[config.mk]
export PLATFORM = sky130hd
export DESIGN_NAME = bf16_xlate
export DESIGN_NICKNAME = d
export VERILOG_FILES = /design/src/rtl/bf16x_pkg.sv /design/src/rtl/bf16x_narrow.sv /design/src/rtl/bf16x_widen.sv /design/src/rtl/bf16x_classify.sv /design/src/rtl/bf16x_stage.sv /design/src/rtl/bf16_xlate.sv
export SDC_FILE = /design/constraint.sdc
export NUM_CORES = 1
export LEC_CHECK = 0
export BUFFER_PORTS_ARGS = -buffer_cell sky130_fd_sc_hd__buf_2
export CAP_MARGIN = 10
export CORE_UTILIZATION = 41
export DETAILED_ROUTE_END_ITERATION = 10
export GPL_ROUTABILITY_DRIVEN = 0
export PLACE_DENSITY = 0.83
export SYNTH_ARGS = -nofsm -noshare
export SYNTH_HDL_FRONTEND = slang
export SYNTH_SLANG_ARGS = --single-unit
[constraint.sdc]
create_clock -name clk -period 2.6 [get_ports clk]
set_clock_uncertainty 0.2 [all_clocks]
set_input_delay 0.13 -clock clk [delete_from_list [all_inputs] [get_ports clk]]
set_output_delay 0.13 -clock clk [all_outputs]
set_load 0.005 [all_outputs]
[src/rtl/bf16x_pkg.sv]
package bf16x_pkg;

    localparam int F32_W  = 32;
    localparam int BF_W   = 16;
    localparam int EXP_W  = 8;
    localparam int DROP_W = F32_W - BF_W;
    localparam int MAN_W  = BF_W - 1 - EXP_W;
    localparam int FLAG_W = 3;

    typedef struct packed {
        logic               sign;
        logic [EXP_W-1:0]   expo;
        logic [MAN_W-1:0]   man;
    } bf_word_t;

    typedef struct packed {
        logic nan;
        logic inf;
        logic zero;
    } bf_class_t;

    // Bias that rounds the dropped half to nearest, ties to even.
    function automatic logic [F32_W-1:0] round_bias(input logic keep_lsb);
        logic [F32_W-1:0] half_m1;
        half_m1 = {{(BF_W+1){1'b0}}, {(DROP_W-1){1'b1}}};
        return half_m1 + {{(F32_W-1){1'b0}}, keep_lsb};
    endfunction

    function automatic logic exp_all_ones(input logic [F32_W-1:0] w);
        return &w[F32_W-2 -: EXP_W];
    endfunction

endpackage

[src/rtl/bf16x_narrow.sv]
module bf16x_narrow
    import bf16x_pkg::*;
(
    input  logic [F32_W-1:0] src,
    output logic [BF_W-1:0]  res
);
    logic             pass_thru;
    logic [F32_W-1:0] biased;

    always_comb begin
        pass_thru = exp_all_ones(src);
        biased    = src + round_bias(src[DROP_W]);
        if (pass_thru)
            res = src[F32_W-1 -: BF_W];
        else
            res = biased[F32_W-1 -: BF_W];
    end
endmodule

[src/rtl/bf16x_widen.sv]
module bf16x_widen
    import bf16x_pkg::*;
(
    input  logic [BF_W-1:0]  src,
    output logic [F32_W-1:0] res
);
    assign res = {src, {DROP_W{1'b0}}};
endmodule

[src/rtl/bf16x_classify.sv]
module bf16x_classify
    import bf16x_pkg::*;
(
    input  logic [BF_W-1:0] src,
    output bf_class_t       cls
);
    bf_word_t w;
    logic     top_exp;
    logic     frac_any;

    always_comb begin
        w        = src;
        top_exp  = &w.expo;
        frac_any = |w.man;
        cls.nan  = top_exp & frac_any;
        cls.inf  = top_exp & ~frac_any;
        cls.zero = ~(|{w.expo, w.man});
    end
endmodule

[src/rtl/bf16x_stage.sv]
module bf16x_stage #(
    parameter int W   = 8,
    parameter bit REG = 1'b1
) (
    input  logic         clk,
    input  logic         rst,
    input  logic [W-1:0] d,
    output logic [W-1:0] q
);
    generate
        if (REG) begin : g_reg
            always_ff @(posedge clk) begin
                if (rst) q <= '0;
                else     q <= d;
            end
        end else begin : g_wire
            assign q = d;
        end
    endgenerate
endmodule

[src/rtl/bf16_xlate.sv]
module bf16_xlate
    import bf16x_pkg::*;
#(
    parameter bit REG_OUT = 1'b1
) (
    input  logic              clk,
    input  logic              rst,
    input  logic [F32_W-1:0]  nrw_src,
    output logic [BF_W-1:0]   nrw_res,
    input  logic [BF_W-1:0]   bf_src,
    output logic [F32_W-1:0]  wid_res,
    output logic              is_nan,
    output logic              is_inf,
    output logic              is_zero
);
    localparam int BUS_W = BF_W + F32_W + FLAG_W;

    logic [BF_W-1:0]  nrw_c;
    logic [F32_W-1:0] wid_c;
    bf_class_t        cls_c;
    bf_class_t        cls_q;
    logic [BUS_W-1:0] bus_d;
    logic [BUS_W-1:0] bus_q;

    bf16x_narrow   u_narrow (.src(nrw_src), .res(nrw_c));
    bf16x_widen    u_widen  (.src(bf_src),  .res(wid_c));
    bf16x_classify u_class  (.src(bf_src),  .cls(cls_c));

    assign bus_d = {nrw_c, wid_c, cls_c};

    bf16x_stage #(.W(BUS_W), .REG(REG_OUT)) u_stage (
        .clk (clk),
        .rst (rst),
        .d   (bus_d),
        .q   (bus_q)
    );

    assign {nrw_res, wid_res, cls_q} = bus_q;
    assign is_nan  = cls_q.nan;
    assign is_inf  = cls_q.inf;
    assign is_zero = cls_q.zero;
endmodule

# Word-level counts from Yosys, hierarchy flattened
# Cells that the tools add are included.
# op_classes
addsub,2
n_mul,0
div_mod_pow,0
n_lt_le_gt_ge,0
n_eq_ne,0
n_shift,0
mux,1
bitwise_logic,4
reduce_logical,4
# ops
operator,count
$add 32x32->32,1
$add 15x1->16 const A,1
$mux 16,1
$reduce_and 8->1,2
$reduce_or 15->1,1
$reduce_or 7->1,1
$and 1x1->1,2
$not 1->1,2
# word_totals
ff_bits,51
latchBits,0
ram_bits,0
romBits,0
inputBits,50
wordCells,13
mem_count,0

# Logic depth before layout (Yosys ltp)
# depth
ltp_word,3
mapped_depth,10

# Modules after synthesis
# A second synthesis with hierarchy kept.
# unflattened
cells_unflattened,198
area_unflattened_um2,2028.2
# by_module_without_submodules
mod,n_inst,cells_each,area_per_inst_um2
bf16x_stage,1,107,1365.1
bf16x_narrow,1,47,330.3
bf16x_widen,1,33,244.0
bf16x_classify,1,11,88.8

# Least setup slack after synthesis
# OpenSTA, ideal clock, no wires.
# synth_timing
path_type,input to register
from,in nrw_src[16]
to,reg u_stage.q[37]
arrival_time_ns,2.094
t_required_ns,2.279
path_slack_ns,0.185
path_stages,9
path_buffers,0
cell_sequence,inv_1 > ha_1 > nand4b_4 > a21boi_2 > o21bai_1 > a2111oi_2 > or3_4 > and3_4 > mux2_4
# synth_via
elab_chain_cells,3
# synth_lines
item,line,text
"start, declared",bf16_xlate.sv:8,"input logic [F32_W-1:0] nrw_src,"
$add 15x1->16,bf16x_pkg.sv:26,"return half_m1 + {{(F32_W-1){1'b0}}, keep_lsb};"
$add 32x32->32 *,bf16x_narrow.sv:12,biased = src + round_bias(src[DROP_W]);
$mux 16 *,bf16x_narrow.sv:13,if (pass_thru)
"end signal, assigned",bf16x_stage.sv:13,if (rst) q <= '0;
"end signal, assigned",bf16x_stage.sv:14,else q <= d;
"end, declared",bf16x_stage.sv:8,output logic [W-1:0] q
# Every way passes the cells marked *; elsewhere a longest branch is shown, timed or not.
# A chain may end at the register's enable or synchronous reset.

# Worst setup path after layout
# layout_timing
from,in bf_src[2]
to,reg u_stage.q[0]
# layout_via
elab_chain_cells,2
# layout_lines
item,line,text
"start, declared",bf16_xlate.sv:10,"input logic [BF_W-1:0] bf_src,"
$reduce_or 15->1,bf16x_classify.sv:17,"cls.zero = ~(|{w.expo, w.man});"
$not 1->1,bf16x_classify.sv:17,
# No other way between the ends.

==> impl_metrics.env <==
export IMPL_ys_warn_count=0
export IMPL_die_area_mm2=0.00513
export IMPL_die_x_um=71.6
export IMPL_ys_async_sr_fraction_pct=0
export IMPL_syn_area_per_cell_um2=9.28
export IMPL_hp_class="input port to flip-flop"
export IMPL_cts_root_buf="clkbuf_8"
export IMPL_worst_path_max_fanout=2
export IMPL_die_h_um=71.6
export IMPL_coreArea_mm2=0.00450
export IMPL_period_share_pct=97.0
export IMPL_clk_pin_slew_worst_paths_ps=70
export IMPL_io_pins=101
export IMPL_ys_top_cells_by_area="dfxtp_1, ha_1, buf_4"
export IMPL_setup_viol=0
export IMPL_max_freq_mhz=397
export IMPL_via_count=2034
export IMPL_required_ps=2620
export IMPL_cpPeakStageDelay_ps=590
export IMPL_fin_crit_ps=2520
export IMPL_dr_pass1_iters=4
export IMPL_cts_tree="done"
export IMPL_drv_cap=0
export IMPL_start_util_pct=44.1
export IMPL_synth_cell_area_mm2=0.00199
export IMPL_antenna_cells=0
export IMPL_synth_ff_type="dfxtp_1"
export IMPL_largest_reg_flops=35
export IMPL_drt_wirelength_per_cell_um=13.2
export IMPL_port_buffers=84
export IMPL_grt_pass1_vias=1921
export IMPL_path_delay_family="buffers and inverters"
export IMPL_setup_ws_ps=78.4
export IMPL_place_ws_ps=-85.2
export IMPL_clockBufferDepth=2
export IMPL_final_nets=414
export IMPL_powerDensity_mw_per_mm2=452
export IMPL_grt_usage_pct=21.2
export IMPL_synth_top_cell_by_area="dfxtp_1"
export IMPL_avgViaCountPerCell=5.07
export IMPL_synth_edf_count=0
export IMPL_ys_types=48
export IMPL_crit_buf_inv=3
export IMPL_syn2layout_area_growth_pct=47.4
export IMPL_final_common_cell="buf_2"
export IMPL_cts_buffers=5
export IMPL_dpl_instance_area_mm2=0.00251
export IMPL_dp_hpwl_um=3660
export IMPL_rsz0062_at_grt="false"
export IMPL_drive_above_1_share_pct=39.8
export IMPL_drc=0
export IMPL_cts_sinks=35
export IMPL_ir_drop_uv=344
export IMPL_run_status="complete, no violations"
export IMPL_worstPathArrival_ps=2540
export IMPL_synth_seq_cells=35
export IMPL_grt_antenna_before_repair=0
export IMPL_placementRows=24
export IMPL_hold_viol=0
export IMPL_cp_start_kind="input port"
export IMPL_critPathKind="input port to flip-flop"
export IMPL_ys_seq_area_share_pct=35.3
export IMPL_synth_top_area_share_pct=35.3
export IMPL_drtAntennaViolNets=0
export IMPL_design_area_mm2=0.00293
export IMPL_grt_pass1_wl_um=8670
export IMPL_largestRegisters="u_stage.q x35"
export IMPL_drt_initial_drc_count=137
export IMPL_grt_max_degree=37
export IMPL_cp_slowest_cell="dlygate4sd3_1"
export IMPL_crit_chain="dlygate4sd3_1 -> buf_2 -> nor4_4 -> nand2_1 -> or4_1 -> nor4_1 -> dlygate4sd3_1"
export IMPL_worst_slew_pin_slew_ps=646
export IMPL_htree_levels=2
export IMPL_endpoint_kind="flip-flop"
export IMPL_crit_path_frequent_cell="dlygate4sd3_1"
export IMPL_syn_inst=214
export IMPL_grt_overflow=0
export IMPL_slew_viol_final=0
export IMPL_postLayoutCoreUtil_pct=65.0
export IMPL_layout_common_cells="buf_2, dfxtp_1, dlygate4sd3_1"
export IMPL_p_leak_nw=1.44
export IMPL_wl_um=5300
export IMPL_regMostFlops="u_stage.q"
export IMPL_slew_headroom_pct=57.0
## per-stage QoR
stage                     TNS, ps  instances  hold slack, ps  total power (W)
after CTS                       0        395            4.13          0.00131
after floorplan                 0        229            5.55         0.000750
final                           0        401            14.1          0.00132
after global placement      -3.07        362             109         0.000858
after detailed placement     -441        362             111         0.000865
after global routing            0        401            39.9          0.00139
## report_power, final
| group | switching [W] | internal [W] | total [W] |
|---|---|---|---|
| registers | 0.00000676 | 0.000565 | 0.000571 |
| logic | 0.000155 | 0.000173 | 0.000328 |
| clock network | 0.000180 | 0.000242 | 0.000422 |
| total | 0.000342 | 0.000979 | 0.00132 |
## cell usage after synthesis (3+ instances only)
cell type  instances
nor2b_1           19
nand4_1            4
and4_1             3
and3_1             8
nor3_1             5
clkbuf_1           3
a21oi_1           13
ha_1              16
nor3_2             4
nand3_1            8
nand2_1            8
nor2_1            17
dfxtp_1           35
inv_1              4
o21ai_0            5
buf_4             17
a31oi_1            4
a211oi_2           3
## per-layer routing
layer	vias to the layer above	wire length, um	GRT usage, %
li1	1008	-	-
met1	928	2320	26.8
met2	90	2620	36.6
met3	8	281	4.64
met4	0	77	5.88
met5	-	0	0
## repair_timing
item / in CTS / in global routing
endpoints found under the setup margin: 0 / 5
buffers inserted: 0 / 6
hold buffers: 25 / 0
resized for setup: 0 / 3
endpoints found under the hold margin: 27 / 0
## cell families (layout without fill, tap and decap cells)
logic type / after synthesis / count (layout) / share of synthesized area, %
and+or+nand+nor: 90 / 90 / 27.5
AOI/OAI and AO/OA: 41 / 41 / 15.4
DFF: 35 / 35 / 35.3
buffers and inverters: 25 / 145 / 8.32
adders and majority gates: 16 / 16 / 10.1
xor gates and xnor gates: 3 / 3 / 1.32
muxes: 3 / 3 / 1.89
other: 1 / 16 / 0.189
## worst paths after layout
check	start	to	depth (start not counted)
max	bf_src[2]	u_stage.q[0]$_SDFF_PP0_	7
min	nrw_src[25]	u_stage.q[44]$_SDFF_PP0_	3
## cell type report
cell class                      count  area (um^2)
Clock buffer                        8          100
Timing Repair Buffer              133          851
Fill cell                         354         1580
Sequential cell                    35          701
Inverter                            4         18.8
Tap cell                           52         65.1
Multi-Input combinational cell    169         1190
(Power assumes the default switching activity.)
